==> src/rtl/br_pkg.sv <==
package br_pkg;
  typedef enum logic [1:0] {
    BK_NONE  = 2'd0,
    BK_SHORT = 2'd1,
    BK_LONG  = 2'd2
  } br_kind_e;

  typedef enum logic [3:0] {
    CND_CC, CND_CS, CND_EQ, CND_NE,
    CND_MI, CND_PL, CND_VC, CND_VS,
    CND_AL
  } br_cond_e;

  typedef struct packed {
    logic n;
    logic v;
    logic z;
    logic c;
  } br_flags_t;

  localparam int unsigned CYC_NOT_TAKEN = 2;
  localparam int unsigned CYC_TAKEN     = 3;
  localparam int unsigned CYC_LONG      = 3;
endpackage

==> src/rtl/br_decode.sv <==
module br_decode
  import br_pkg::*;
(
  input  logic [7:0] opcode,
  output br_kind_e   kind,
  output br_cond_e   cond
);
  always_comb begin
    kind = BK_SHORT;
    cond = CND_AL;
    unique case (opcode)
      8'h90: cond = CND_CC;
      8'hB0: cond = CND_CS;
      8'hF0: cond = CND_EQ;
      8'hD0: cond = CND_NE;
      8'h30: cond = CND_MI;
      8'h10: cond = CND_PL;
      8'h50: cond = CND_VC;
      8'h70: cond = CND_VS;
      8'h80: cond = CND_AL;
      8'h82: kind = BK_LONG;
      default: kind = BK_NONE;
    endcase
  end
endmodule

==> src/rtl/br_cond_eval.sv <==
module br_cond_eval
  import br_pkg::*;
(
  input  br_cond_e  cond,
  input  br_flags_t flags,
  output logic      met
);
  always_comb begin
    unique case (cond)
      CND_CC:  met = ~flags.c;
      CND_CS:  met =  flags.c;
      CND_EQ:  met =  flags.z;
      CND_NE:  met = ~flags.z;
      CND_MI:  met =  flags.n;
      CND_PL:  met = ~flags.n;
      CND_VC:  met = ~flags.v;
      CND_VS:  met =  flags.v;
      default: met = 1'b1;
    endcase
  end
endmodule

==> src/rtl/br_target.sv <==
module br_target #(
  parameter int unsigned ADDR_W  = 16,
  parameter int unsigned SHORT_W = 8,
  parameter int unsigned PAGE_W  = 8
) (
  input  logic [ADDR_W-1:0] next_pc,
  input  logic [ADDR_W-1:0] offset,
  input  logic              use_full,
  output logic [ADDR_W-1:0] target,
  output logic              page_cross
);
  localparam int unsigned EXT_W = ADDR_W - SHORT_W;

  logic [ADDR_W-1:0] short_ext;

  generate
    if (EXT_W > 0) begin : g_ext
      assign short_ext = {{EXT_W{offset[SHORT_W-1]}}, offset[SHORT_W-1:0]};
    end else begin : g_noext
      assign short_ext = offset;
    end
  endgenerate

  always_comb begin
    target     = next_pc + (use_full ? offset : short_ext);
    page_cross = (target[ADDR_W-1:PAGE_W] != next_pc[ADDR_W-1:PAGE_W]);
  end
endmodule

==> src/rtl/br_resolve.sv <==
module br_resolve
  import br_pkg::*;
#(
  parameter int unsigned ADDR_W  = 16,
  parameter int unsigned SHORT_W = 8,
  parameter int unsigned PAGE_W  = 8,
  parameter int unsigned CYC_W   = 3
) (
  input  logic              clk,
  input  logic              rst_n,
  input  logic              in_valid,
  input  logic [7:0]        opcode,
  input  logic [ADDR_W-1:0] next_pc,
  input  logic [ADDR_W-1:0] offset,
  input  logic              flag_n,
  input  logic              flag_v,
  input  logic              flag_z,
  input  logic              flag_c,
  input  logic              emu,
  output logic              out_valid,
  output logic              taken,
  output logic              not_branch,
  output logic [ADDR_W-1:0] dest,
  output logic [CYC_W-1:0]  cycles
);
  br_kind_e          kind;
  br_cond_e          cond;
  logic              cond_met;
  logic [ADDR_W-1:0] tgt;
  logic              crossed;
  br_flags_t         flags;

  assign flags = '{n: flag_n, v: flag_v, z: flag_z, c: flag_c};

  br_decode u_dec (
    .opcode (opcode),
    .kind   (kind),
    .cond   (cond)
  );

  br_cond_eval u_cnd (
    .cond  (cond),
    .flags (flags),
    .met   (cond_met)
  );

  br_target #(
    .ADDR_W  (ADDR_W),
    .SHORT_W (SHORT_W),
    .PAGE_W  (PAGE_W)
  ) u_tgt (
    .next_pc    (next_pc),
    .offset     (offset),
    .use_full   (kind == BK_LONG),
    .target     (tgt),
    .page_cross (crossed)
  );

  logic              taken_d;
  logic              nb_d;
  logic [ADDR_W-1:0] dest_d;
  logic [CYC_W-1:0]  cyc_d;

  always_comb begin
    taken_d = 1'b0;
    nb_d    = 1'b0;
    dest_d  = next_pc;
    cyc_d   = '0;
    unique case (kind)
      BK_LONG: begin
        taken_d = 1'b1;
        dest_d  = tgt;
        cyc_d   = CYC_W'(CYC_LONG);
      end
      BK_SHORT: begin
        taken_d = cond_met;
        if (cond_met) begin
          dest_d = tgt;
          cyc_d  = CYC_W'(CYC_TAKEN) + CYC_W'(emu && crossed);
        end else begin
          cyc_d  = CYC_W'(CYC_NOT_TAKEN);
        end
      end
      default: nb_d = 1'b1;
    endcase
  end

  always_ff @(posedge clk or negedge rst_n) begin
    if (!rst_n) begin
      out_valid  <= 1'b0;
      taken      <= 1'b0;
      not_branch <= 1'b0;
      dest       <= '0;
      cycles     <= '0;
    end else begin
      out_valid <= in_valid;
      if (in_valid) begin
        taken      <= taken_d;
        not_branch <= nb_d;
        dest       <= dest_d;
        cycles     <= cyc_d;
      end
    end
  end

  AST_LONG_FIXED: assert property (@(posedge clk) disable iff (!rst_n)
    in_valid && opcode == 8'h82 |=> taken && cycles == CYC_W'(3));
  AST_NATIVE_NO_PENALTY: assert property (@(posedge clk) disable iff (!rst_n)
    in_valid && !emu |=> cycles != CYC_W'(4));
  AST_NOT_TAKEN_DEST: assert property (@(posedge clk) disable iff (!rst_n)
    in_valid |=> taken || dest == $past(next_pc));
  AST_NB_ZERO: assert property (@(posedge clk) disable iff (!rst_n)
    out_valid && not_branch |-> !taken && cycles == '0);
  AST_HOLD: assert property (@(posedge clk) disable iff (!rst_n)
    !in_valid |=> !out_valid && $stable(dest) && $stable(cycles));
endmodule

==> config.mk <==
export PLATFORM = sky130hd
export DESIGN_NAME = br_resolve
export DESIGN_NICKNAME = d
export VERILOG_FILES = /design/src/rtl/br_pkg.sv /design/src/rtl/br_decode.sv /design/src/rtl/br_cond_eval.sv /design/src/rtl/br_target.sv /design/src/rtl/br_resolve.sv
export SDC_FILE = /design/constraint.sdc
export NUM_CORES = 1
export LEC_CHECK = 0
export BUFFER_PORTS_ARGS = -buffer_cell sky130_fd_sc_hd__clkbuf_2
export CAP_MARGIN = 10
export CORE_UTILIZATION = 47
export CTS_CLUSTER_SIZE = 25
export DETAILED_ROUTE_END_ITERATION = 6
export GPL_TIMING_DRIVEN = 0
export PLACE_DENSITY = 0.74
export REMOVE_ABC_BUFFERS = 1
export SLEW_MARGIN = 5
export SYNTH_ARGS = -nofsm -noshare
export SYNTH_HDL_FRONTEND = slang
export SYNTH_HIERARCHICAL = 1
export SYNTH_SLANG_ARGS = --single-unit
export TNS_END_PERCENT = 30
==> constraint.sdc <==
create_clock -name clk -period 1.75 [get_ports clk]
set_input_delay 0.35 -clock clk [delete_from_list [all_inputs] [get_ports clk]]
set_output_delay 0.35 -clock clk [all_outputs]
set_load 0.005 [all_outputs]
# Word-level counts from Yosys, hierarchy flattened
# Index checks and enable logic that the tools add are counted.
# op_classes
add_sub_neg	2
n_eq_ne	20
mux	10
bitwise_logic	4
reduce_logical	4
# op_table
cell	count
8-bit equality test, second input constant	6
16-bit 2-to-1 mux	2
16-bit one-hot mux with 2 select lines	1
4-bit one-hot mux with 8 select lines	1
16-bit adder	1
4-bit by 3-bit equality test with 1-bit output, second input constant	4
8-bit by 7-bit equality test with 1-bit output, second input constant	2
9-bit OR reduction	1
4-bit by 2-bit equality test with 1-bit output, second input constant	2
8-bit by 5-bit equality test with 1-bit output, second input constant	1
8-bit by 6-bit equality test with 1-bit output, second input constant	1
8-bit != test	1
1-bit one-hot mux with 8 select lines	1
3-bit one-hot mux with 2 select lines	1
4-bit by 1-bit equality test with 1-bit output, second input constant	1
4-bit zero test	1
1-bit inverter	4
2-bit one-hot mux with 2 select lines	1
2-bit by 1-bit adder with 3-bit output, first input constant	1
3-bit 2-to-1 mux	1
2-bit by 1-bit equality test with 1-bit output, second input constant	1
2-bit equality test, second input constant	1
1-bit one-hot mux with 2 select lines	1
2-bit OR reduction	1
other kinds (2)	2
# word_totals
ff_bits	22
in_bits	48
out_inout_bits	22
elab_cells	45

# Logic depth before layout (Yosys ltp)
# Gate-level depths: netlist of run 1.
# logic_depth
ltp_word	11
mapped_depth	20
mapped_depth_nobuf	17

# Cells and area by module
# Netlist of run 1, hierarchy kept.
# modules_own_cells
module	instances	cells_each	area_each_um2	seq_area_each_um2
br_resolve	1	83	1059.8	550.5
br_target	1	133	1019.7	0.0
br_decode	1	12	110.1	0.0
br_cond_eval	1	12	91.3	0.0

# Worst setup path before layout of run 1
# OpenSTA, ideal clock, no wires.
# synth_timing
path_type	input port to flip-flop
from	input opcode[0]
to	register cycles[0]
setup_time_ns	0.082
t_arrival_ns	3.653
t_required_ns	1.668
setup_slack_ns	-1.985
path_stages	18
n_path_buf	2
cell_sequence	or3_1 nor4b_2 ha_1 clkbuf_1 nand2b_1 buf_2 nand2_1 ha_1 a21o_1 a21oi_1 o21bai_1 a2111oi_2 o22ai_1 a21oi_1 nand4_1 nand2_1 nand3_1 a31oi_1
# synth_between
elab_chain_cells	11
word_cells_on_any_way	31
classes_between	add/sub (2); eq/ne (20); mux (6); reduce/logical (3)
# synth_lines
element	line	text
start, declared	br_resolve.sv:12	input logic [7:0] opcode,
8-bit equality test (tied with other cells)	br_decode.sv:11	unique case (opcode)
9-bit OR reduction (no source line)	n/a	
2-bit one-hot mux with 2 select lines *	br_decode.sv:11	
named net kind[1]	br_resolve.sv:26	br_kind_e kind;
2-bit equality test *	br_resolve.sv:54	.use_full (kind == BK_LONG),
16-bit 2-to-1 mux *	br_target.sv:25	target = next_pc + (use_full ? offset : short_ext);
16-bit adder *	br_target.sv:25	
8-bit != test *	br_target.sv:26	page_cross = (target[ADDR_W-1:PAGE_W] != next_pc[ADDR_W-1:PAGE_W]);
named net crossed	br_resolve.sv:30	logic crossed;
1-bit logical AND *	br_resolve.sv:79	cyc_d = CYC_W'(CYC_TAKEN) + CYC_W'(emu && crossed);
2-bit by 1-bit adder with 3-bit output *	br_resolve.sv:79	
3-bit 2-to-1 mux *	br_resolve.sv:77	if (cond_met) begin
3-bit one-hot mux with 2 select lines *	br_resolve.sv:69	unique case (kind)
end signal, assigned	br_resolve.sv:101	cycles <= cyc_d;
end, declared	br_resolve.sv:24	output logic [CYC_W-1:0] cycles
# Mark *: on every way through the listed nets, which the timed path passes. The rest lies on a longest branch.
# A chain may end at the register's enable or synchronous reset.

# Worst setup path in the final report of run 1
# layout_timing
from	input opcode[1]
to	register cycles[2]
# Same word-level chain as after synthesis.

==> results.tsv, run 1 <==
stage	metric	value	unit
status	status	finished, violations left	
status	failing checks	setup timing	
layout	layout cell share with drive strength beyond 1	0.516	
clock_network	TritonCTS clock tree	done	
floorplan	core area	4500	µm²
global_routing	initial antenna violation count	0	
pwr	pwr/cell area	577	nW/µm²
floorplan	Die Area	5140	µm²
setup_path	worst-path cell chain	buf_6 -> or4_4 -> a21oi_4 -> inv_2 -> ha_4 -> buf_6 -> nand2_2 -> nand2_2 -> ha_4 -> a21o_1 -> a21oi_4 -> o21bai_4 -> a2111o_1 -> o211ai_1 -> a21oi_2 -> nand4_1 -> nand2_2 -> o32ai_2	
route	Avg Vias per Cell	6.37	
setup_path	Max stage delay on crit path	550	ps
clock_network	Clk pin slew, worst setup/hold paths	90	ps
pwr	P_leak	1.57	nW
timing	RSZ-0062 raised after global routing	true	
logic_synthesis	Mapped Cells	240	
setup_path	CP Depth	18	
route	DRT antenna net count	0	
logic_synthesis	Syn Area/Cell	9.50	µm²
logic_synthesis	post-synthesis sequential area ratio	0.241	
min_path	Hold Path Class	in2async	
clock_network	CTS sink cnt	22	
logic_synthesis	post-synth cell types	62	
place	port bufs	69	
global_routing	first-pass GRT wire length	11.5	mm
floorplan	total number of placement rows	24	
logic_synthesis	prevailing post-synth register cell	dfrtp_1	
timing	final setup vio count	20	
floorplan	Die Wd	71.7	µm
setup_path	R2R depth	2	
layout	Final Cell Area	3440	µm²
place	final RePlAce weighted congestion	0.852	
logic_synthesis	Yosys Warn Count	6	
timing	Setup WS post-layout	-1720	ps
global_routing	vias in the first global route	2438	
route	DR WL/cell	20.1	µm
setup_path	WP data arrival	3630	ps
floorplan	initial core utilization	0.506	
logic_synthesis	cell area after synthesis	2280	µm²
timing	Tightest Pin Transition	756	ps
timing	post-layout min period	3470	ps
global_routing	GRT Util Overall	0.284	
layout	P&R area growth vs syn	50.6	%
layout	Final #Nets	412	
layout	Filler Cells Inserted	262	
clock_network	Bufs on Longest Clock Path	2	
timing	clk_skew	0	ps
global_routing	largest net degree at the start of global routing	25	
clock_network	Worst-Skew Late Latency	270	ps
setup_path	worst r2r src	cycles[2]	
floorplan	chip height	71.7	µm
floorplan	I/O Pins	70	
timing	Slew headroom	0.496	
route	DRC	0	
place	post-DP HPWL	4.04	mm
logic_synthesis	flops & latches, synth	22	
route	Iter 0 DRT Violations	209	
timing	final slew viol count	0	
clock_network	H-tree levels	1	
setup_path	crit path from	opcode[1]	
clock_network	Root Buffer	clkbuf_8	
setup_path	critical path type	in2reg	
setup_path	CP Max Fanout	4	
route	first drt pass iteration count	6	
clock_network	CTS Buf Count	3	
setup_path	CP Launch Type	input pin	
logic_synthesis	Post-synth EDFFs	0	
route	routed via count	2527	
timing	maximum clock rate	0.288	GHz
timing	Final Hold Vio Count	0	
global_routing	grt total ovfl	0	
layout	final core occ	0.763	
place	Post-DP Area	2630	µm²
route	WL final	7.99	mm
clock_network	Post-CTS Hold Buffers	0	
timing	share of the clock period used by the worst path after layout	1.98	
logic_synthesis	fraction of registers with async set/reset	1.00	
setup_path	Buf/Inv on CP	3	
pwr	VDD IR max	0.475	mV
layout	# diodes	0	
job	max-cap violations	0	
setup_path	critical path's slowest cell	or4_4	
setup_path	CP Data Required Time	1910	ps
setup_path	CP delay by family, top	compound AO/OA/AOI/OAI gates	
setup_path	CP endpoint kind	register	
setup_path	most used cell, CP	nand2_2	
[worst paths after layout]
kind,endpoint,slack [ps]
setup / recovery,cycles[2],-1720
hold / removal,dest[15],60
setup reg to reg,cycles[2],920
hold reg to reg,taken,500
max in group asynchronous,cycles[1],1290
min in group clk,dest[5],380
[cell usage in the layout, fill, tap and decap left out, types with 3 or more instances in the layout]
cell / count
a211oi_1: 4
a211oi_2: 3
a21o_1: 5
a21oi_1: 6
a21oi_4: 4
and3_1: 3
buf_4: 21
buf_6: 22
clkbuf_2: 66
clkbuf_8: 4
dfrtp_1: 22
ha_1: 9
ha_4: 8
inv_1: 10
mux2i_1: 16
nand2_1: 15
nand2_2: 9
nand3_1: 6
nor2_1: 6
nor3_2: 4
o21ai_1: 8
o2bb2ai_1: 11
o2bb2ai_2: 6
o311ai_2: 3
xnor2_1: 10
xnor3_1: 3
[registers in the layout, indices dropped and copies added (netlist names)]
name and count:
not_branch 1, out_valid 1, dest 16, cycles 3, taken 1
[final cells by class]
class,instances,area (µm²),area share
tap,52,65.1,0.0189
multi-input combinational,198,1960,0.570
timing repair buffer,110,749,0.218
sequential,22,551,0.160
inverter,11,41.3,0.0120
clock buffer,3,41.3,0.0120
clock inverter,1,30.0,0.00874
[metal layers]
| layer | track usage | routed length [µm] |
|---|---|---|
| met4 | 0.120 | 328 |
| met1 | 0.322 | 3070 |
| met3 | 0.0338 | 423 |
| met2 | 0.534 | 4160 |
| met5 | 0 | 0 |
[what timing repair did]
item	4_1_cts	5_1_grt
hold endpoints to repair	0	0
buffers inserted	36	8
cloned	1	0
endpoints found under the setup margin	20	20
pin swaps	37	25
resized for setup	71	17
[synth_stat cells (2+ instances only)]
cell / number / share of area
a2111oi_2: 3 / 0.020
a211oi_1: 5 / 0.016
a211oi_2: 2 / 0.011
a21o_1: 5 / 0.016
a21oi_1: 10 / 0.022
a21oi_4: 2 / 0.014
a31oi_1: 2 / 0.0055
and2_1: 2 / 0.0055
and3_1: 3 / 0.0082
buf_2: 2 / 0.0044
buf_4: 2 / 0.0066
clkbuf_1: 2 / 0.0033
dfrtp_1: 22 / 0.24
ha_1: 17 / 0.093
inv_1: 11 / 0.018
mux2i_1: 16 / 0.070
nand2_1: 23 / 0.038
nand2_2: 2 / 0.0055
nand2b_1: 3 / 0.0082
nand2b_2: 2 / 0.0077
nand3_1: 8 / 0.018
nor2_1: 6 / 0.0099
nor2b_1: 2 / 0.0055
nor3_1: 4 / 0.0088
nor3_2: 2 / 0.0088
nor3b_1: 2 / 0.0066
o211ai_1: 2 / 0.0066
o21a_1: 2 / 0.0066
o21ai_0: 4 / 0.0088
o21ai_1: 6 / 0.013
o21bai_1: 2 / 0.0066
o2bb2ai_1: 17 / 0.065
o311ai_1: 2 / 0.0077
o31ai_1: 2 / 0.0066
xnor2_1: 11 / 0.042
xnor3_1: 3 / 0.030
xor2_1: 3 / 0.012
xor3_1: 2 / 0.021
[where the power goes]
| part | internal (mW) | switching [mW] | leakage, nW |
|---|---|---|---|
| sequential | 0.552 | 0.0246 | 0.266 |
| combinational | 0.443 | 0.456 | 1.26 |
| clock | 0.306 | 0.202 | 0.0357 |
[per-stage QoR]
step	hold WS, ps	setup slack, ps	instances	total power, mW	setup TNS [ps]
finish	61.7	-1720	397	1.98	-23030
global route	100	-1820	397	2.07	-24160
CTS	80.0	-1540	390	1.89	-19780
detailed placement	388	-2570	352	1.22	-29880
global placement	379	-2530	352	1.21	-29230
floorplan	54.4	-1880	231	1.01	-19720
[cells by family after synthesis]
logic type,Yosys count,synth area share
fa+ha+maj,18,0.102
buf+inv,20,0.0450
simple gates,70,0.174
xor+xnor,19,0.104
compound gates,75,0.263
mux,16,0.0702
flops,22,0.241
Power figures use the tool's default switching activity.
==> run 2, diff against run 1 <==
- CELL_PAD_IN_SITES_DETAIL_PLACEMENT: not set -> 0
- CELL_PAD_IN_SITES_GLOBAL_PLACEMENT: not set -> 2
- CORE_UTILIZATION: 47 -> 33
- PLACE_DENSITY: 0.74 -> not set
- PLACE_DENSITY_LB_ADDON: not set -> 0.1
==> run 2 against run 1 <==
  * The run still ends with setup timing left
  * Global-route usage decreased by 11 points
  * Sequential cell count did not move
  * Final cell count rose by 1.8%
  * Critical endpoint is now cycles[0]
  * Largest power group unchanged
  * Highest routed layer unchanged
==> results.tsv, run 2 (synthesized netlist as in run 1, its figures left out) <==
stage	metric	value	unit	change
setup_path	CP Max Fanout	4		unchanged
pwr	VDD IR max	0.310	mV	-35%
place	port bufs	69		unchanged
clock_network	CTS sink cnt	22		unchanged
route	routed via count	2137		-15%
clock_network	CTS Buf Count	3		unchanged
setup_path	Max stage delay on crit path	570	ps	+20 ps
pwr	Overall Power	1.81	mW	-8.7%
global_routing	largest net degree at the start of global routing	25		unchanged
setup_path	WP data arrival	3460	ps	-170 ps
global_routing	grt total ovfl	0		unchanged
timing	RSZ-0062 raised after global routing	true		
timing	post-layout min period	3280	ps	-193 ps
timing	share of the clock period used by the worst path after layout	1.87		-0.110
clock_network	Root Buffer	clkbuf_8		
timing	Slew headroom	0.490		-0.00610
timing	final slew viol count	0		unchanged
layout	# diodes	0		unchanged
route	Iter 0 DRT Violations	24		-89%
floorplan	I/O Pins	70		unchanged
timing	Final Hold Vio Count	0		unchanged
route	first drt pass iteration count	4		-2
status	failing checks	setup timing		
setup_path	CP endpoint kind	register		
timing	clk_skew	0	ps	unchanged
floorplan	initial core utilization	0.351		-0.155
global_routing	initial antenna violation count	0		unchanged
route	DRC	0		unchanged
clock_network	H-tree levels	1		unchanged
pwr	sequential power share	0.320		+0.029
pwr	switching part of the total	0.339		-0.00470
floorplan	total number of placement rows	29		+21%
global_routing	first-pass GRT wire length	10.3	mm	-10%
setup_path	critical path's slowest cell	or4_4		
layout	most common cell after layout, fill and taps aside	clkbuf_2		
clock_network	Bufs on Longest Clock Path	2		unchanged
timing	Tightest Pin Transition	765	ps	+9.14 ps
setup_path	CP Data Required Time	1930	ps	+20 ps
timing	maximum clock rate	0.305	GHz	+5.9%
place	post-DP HPWL	4.49	mm	+11%
clock_network	Worst-Skew Late Latency	260	ps	about the same
layout	biggest regs	dest: 16 flops, cycles: 3 flops		
layout	layout cell share with drive strength beyond 1	0.459		-0.0572
clock_network	Clk pin slew, worst setup/hold paths	80	ps	about the same
setup_path	CP Launch Type	input pin		
pwr	Net Switching	615	µW	-10%
floorplan	Die Wd	85.1	µm	+19%
floorplan	Die Area	7250	µm²	+41%
pwr	Comb power frac	0.471		+0.018
global_routing	GRT Util Overall	0.177		-0.107
route	DR WL/cell	15.3	µm	-24%
global_routing	vias in the first global route	2099		-14%
timing	Setup WS post-layout	-1530	ps	+193 ps
route	Avg Vias per Cell	5.29		-17%
setup_path	reg-to-reg slack, setup	1000	ps	+80 ps
layout	Reg with most FFs	dest		
status	status	finished, violations left		
pwr	P_leak	1.45	nW	-7.1%
pwr	internal power	1.20	mW	-8.1%
route	WL final	6.17	mm	-23%
pwr	pwr/cell area	558	nW/µm²	-3.4%
min_path	Hold Path Class	in2async		
timing	final setup vio count	20		unchanged
floorplan	core area	6490	µm²	+44%
layout	most frequent cells in the layout	65 x clkbuf_2, 22 x dfrtp_1, 19 x nand2_1, 19 x buf_4, 17 x o2bb2ai_1		
place	final RePlAce weighted congestion	0.789		-7.3%
setup_path	R2R depth	2		unchanged
clock_network	TritonCTS clock tree	done		
job	max-cap violations	0		unchanged
place	pre-CTS setup slack	-2590	ps	-18.8 ps
layout	max FFs per register	16		unchanged
floorplan	chip height	85.1	µm	+19%
setup_path	critical path type	in2reg		
layout	P&R area growth vs syn	42.4	%	
layout	Filler Cells Inserted	635		+140%
layout	Final #Nets	394		-4.4%
route	DRT antenna net count	0		unchanged
pwr	clock share of power	0.209		-0.047
setup_path	worst-path cell chain	clkbuf_2 -> or4_4 -> a21oi_4 -> inv_2 -> ha_4 -> nand2b_4 -> nand2_4 -> ha_4 -> a21o_1 -> a21oi_4 -> buf_6 -> o311ai_4 -> o311ai_2 -> xnor3_1 -> a21oi_1 -> nand4_1 -> nand2_1 -> nand3_1 -> a31oi_1		
run 2: changes by cell type in the layout (fill, tap and decap cells not counted), moves of 4 or more:
cell	previous run	this run
o2bb2ai_1	11	17
buf_6	22	6
o2bb2ai_2	6	0
nand2_1	15	19
nand2_2	9	4
run 2: worst paths after layout:
kind	end	start
max reg2reg	cycles[0]	cycles[0]
min reg2reg	taken	taken
min	not_branch	rst_n
max in group asynchronous	cycles[2]	rst_n
min in group clk	dest[0]	next_pc[0]
max	cycles[0]	opcode[1]
run 2: critical path, delay by kind of cell:
kind            cells  cell delay (ps)
simple gates        6             1130
compound gates      7             1040
fa+ha+maj           2              380
buf+inv             3              290
xor+xnor            1              270
run 2: per-stage QoR:
step	std cells	util	TNS (ps)	hold WS, ps	cell area, µm²
5_1_grt	404	0.500	-21200	140	3250
6_report	404	0.500	-18480	83.9	3250
3_5_place_dp	377	0.410	-30420	396	2660
4_1_cts	399	0.476	-18820	102	3090
2_1_floorplan	231	-	-19720	54.4	2220
3_3_place_gp	377	0.410	-30780	395	2660
run 2: power by group through the flow:
stage | Combinational [mW] | Sequential, mW | Clock, mW
after global routing | 0.938 | 0.584 | 0.406
after floorplan | 0.424 | 0.588 | 0
final | 0.853 | 0.579 | 0.379
after global placement | 0.648 | 0.589 | 0
after detailed placement | 0.646 | 0.589 | 0
after CTS | 0.792 | 0.579 | 0.393
run 2: layer usage:
metal  routed length [µm]  GRT usage
met2                 2960      0.301
met3                  268     0.0340
met4                    9     0.0154
met5                    0          0
met1                 2940      0.241
run 2: final cells by class:
| type | instances | area [µm²] | area share |
|---|---|---|---|
| Clock buffer | 4 | 55.1 | 0.0169 |
| Inverter | 11 | 41.3 | 0.0127 |
| Multi-Input combinational cell | 198 | 1940 | 0.597 |
| Sequential cell | 22 | 551 | 0.169 |
| Tap cell | 77 | 96.3 | 0.0297 |
| Timing Repair Buffer | 92 | 564 | 0.174 |
run 2: repair_timing:
item / 4_1_cts / 5_1_grt
pin swaps: 29 / 29
setup buffers: 18 / 6
endpoints found under the setup margin: 20 / 20
hold endpoints to repair: 0 / 0
hold buffers: 0 / 0
gates resized for setup: 44 / 30
==> run 3, diff against run 2 <==
- CORE_UTILIZATION: 33 -> 28
- clock period: 1.75 -> 2.9 ns (I/O delays scaled with it)
==> run 3 against run 2 <==
  * The run still ends with setup timing left
  * Core utilization down 9.8 points
  * Worst hold slack better by 220 ps
  * Register-to-register slack better by 1200 ps
  * Combinational power down 43%
  * Final cell count up 4.5%
  * Die area up 17%
  * Clock-buffer cell count down 1
  * First-iteration DRC count up 17%
  * Largest power group unchanged
  * Sequential share of layout area up 0.58 points
  * Clock skew unchanged
  * Non-clock buffer count down 6
==> results.tsv, run 3 (synthesized netlist as in run 1, its figures left out) <==
stage	metric	value	unit	change
status	status	finished, violations left		
status	failing checks	setup timing		
route	Avg Vias per Cell	4.96		-6.1%
route	DR WL/cell	15.3	µm	+0.16%
timing	maximum clock rate	0.273	GHz	
setup_path	R2R depth	2		unchanged
pwr	Overall Power	1.03	mW	-43%
floorplan	Die Wd	92.3	µm	+8.4%
timing	Setup WS post-layout	-758	ps	+768 ps
route	Iter 0 DRT Violations	28		+17%
floorplan	core area	7810	µm²	+20%
layout	# diodes	0		unchanged
layout	Final #Nets	388		-1.5%
setup_path	Max stage delay on crit path	410	ps	-160 ps
floorplan	I/O Pins	70		unchanged
clock_network	CTS sink cnt	22		unchanged
clock_network	Bufs on Longest Clock Path	2		unchanged
global_routing	largest net degree at the start of global routing	25		unchanged
setup_path	worst r2r src	dest[7]		
layout	total area of sequential cells	551	µm²	unchanged
setup_path	CP Data Required Time	3010	ps	+1080 ps
setup_path	crit path from	opcode[6]		
clock_network	Root Buffer	clkbuf_8		
timing	Slew headroom	0.504		+0.0139
clock_network	TritonCTS clock tree	done		
global_routing	vias in the first global route	2011		-4.2%
layout	most common cell after layout, fill and taps aside	clkbuf_2		
layout	P&R area growth vs syn	37.7	%	
setup_path	WP data arrival	3770	ps	+310 ps
setup_path	reg2reg end	dest[7]		
place	pre-CTS setup slack	-1870	ps	+721 ps
layout	layout cell share with drive strength beyond 1	0.444		-0.0150
setup_path	critical path's slowest cell	a2111oi_4		
timing	final slew viol count	0		unchanged
floorplan	total number of placement rows	32		+10%
floorplan	Die Area	8510	µm²	+17%
route	DRT antenna net count	0		unchanged
timing	share of the clock period used by the worst path after layout	1.26		
timing	post-layout min period	3660	ps	
layout	most frequent cells in the layout	67 x clkbuf_2, 22 x dfrtp_1, 18 x nand2_1		
setup_path	CP Max Fanout	4		unchanged
setup_path	Setup crit end	cycles[2]		
setup_path	most used cell, CP	ha_4		
route	first drt pass iteration count	4		unchanged
layout	Multi-input gate area	1880	µm²	-3.2%
timing	clk_skew	0	ps	unchanged
place	final RePlAce weighted congestion	0.716		-9.3%
clock_network	H-tree levels	1		unchanged
pwr	P_leak	1.38	nW	-4.8%
layout	max FFs per register	16		unchanged
global_routing	GRT Util Overall	0.151		-0.0254
route	WL final	6.46	mm	+4.6%
layout	Reg with most FFs	dest		
clock_network	Clk pin slew, worst setup/hold paths	90	ps	about the same
min_path	Hold Path Class	in2async		
place	port bufs	69		unchanged
floorplan	initial core utilization	0.292		-0.0590
pwr	VDD IR max	0.187	mV	-40%
timing	Final Hold Vio Count	0		unchanged
route	DRC	0		unchanged
timing	RSZ-0062 raised after global routing	true		
floorplan	chip height	92.3	µm	+8.4%
job	max-cap violations	0		unchanged
global_routing	initial antenna violation count	0		unchanged
setup_path	reg-to-reg slack, setup	2160	ps	+1160 ps
clock_network	CTS Buf Count	3		unchanged
clock_network	Post-CTS Hold Buffers	0		unchanged
setup_path	CP endpoint kind	register		
timing	final setup vio count	9		-55%
timing	Tightest Pin Transition	744	ps	-20.9 ps
layout	biggest regs	dest: 16 flops, cycles: 3 flops		
place	post-DP HPWL	4.82	mm	+7.5%
pwr	pwr/cell area	329	nW/µm²	-41%
setup_path	CP Launch Type	input pin		
route	routed via count	2095		-2.0%
global_routing	grt total ovfl	0		unchanged
layout	Filler Cells Inserted	806		+27%
setup_path	critical path type	in2reg		
global_routing	first-pass GRT wire length	10.1	mm	-2.0%
clock_network	Worst-Skew Late Latency	260	ps	about the same
setup_path	worst-path cell chain	clkbuf_2 -> or3b_4 -> nor4b_4 -> ha_4 -> nand2b_4 -> nand2_4 -> ha_4 -> a21o_1 -> a21oi_4 -> o21bai_4 -> a2111oi_4 -> o22ai_2 -> a21oi_2 -> nand4_1 -> nand2_2 -> buf_4 -> o32ai_2		
run 3: cell count changes in the layout (fill, tap and decap cells not counted), sizes merged:
| cell | delta |
|---|---|
| buf | -7 |
run 3: area by class of cell:
type | count | area share
clock buffers | 3 | 0.0131
inverters | 11 | 0.0131
multi-input cells | 198 | 0.598
flip-flops and latches | 22 | 0.175
well taps | 102 | 0.0406
repair buffers | 86 | 0.160
run 3: per-layer routing:
layer,GRT usage,part of all wire,wire length (µm),vias up
li1,-,-,-,1072
met1,0.188,0.45,2930,973
met2,0.273,0.49,3200,46
met3,0.0257,0.038,248,4
met4,0.0299,0.013,85,0
met5,0,0,0,-
run 3: worst min-delay path by stage:
stage	from	to	slack [ps]	depth (start not counted)
6_report	rst_n	dest[0]	300	1
3_5_place_dp	taken	taken	480	1
2_1_floorplan	rst_n	cycles[0]	280	0
3_3_place_gp	taken	taken	480	1
4_1_cts	rst_n	dest[0]	330	1
5_1_grt	rst_n	dest[0]	340	1
run 3: repair_timing:
| action | CTS | global route |
|---|---|---|
| gates resized for setup | 38 | 14 |
| buffers inserted | 11 | 6 |
| pin swaps | 21 | 14 |
| endpoints found under the hold margin | 0 | 0 |
| setup endpoints to repair | 11 | 9 |
| gates cloned | 0 | 0 |
run 3: critical path: cells and delay by family:
kind,cells,cell delay [ps]
buffers and inverters,2,220
adders and majority gates,2,470
and+or+nand+nor,6,1260
AOI/OAI and AO/OA,7,1240
run 3: power breakdown:
part	switching, mW	total (mW)	internal (mW)	leakage [nW]
Sequential	0.0142	0.348	0.333	0.266
Combinational	0.240	0.488	0.248	1.10
Clock	0.106	0.199	0.0929	0.0216
Total	0.360	1.03	0.674	1.38
run 3: through the flow:
stage	area [µm²]	cells	hold slack (ps)	TNS, ps	util
6_report	3140	422	300	-3470	0.402
5_1_grt	3140	422	342	-4540	0.402
3_5_place_dp	2690	402	479	-14230	0.345
4_1_cts	3020	416	326	-3340	0.387
3_3_place_gp	2690	402	477	-14500	0.345
2_1_floorplan	2220	231	284	-5400	-
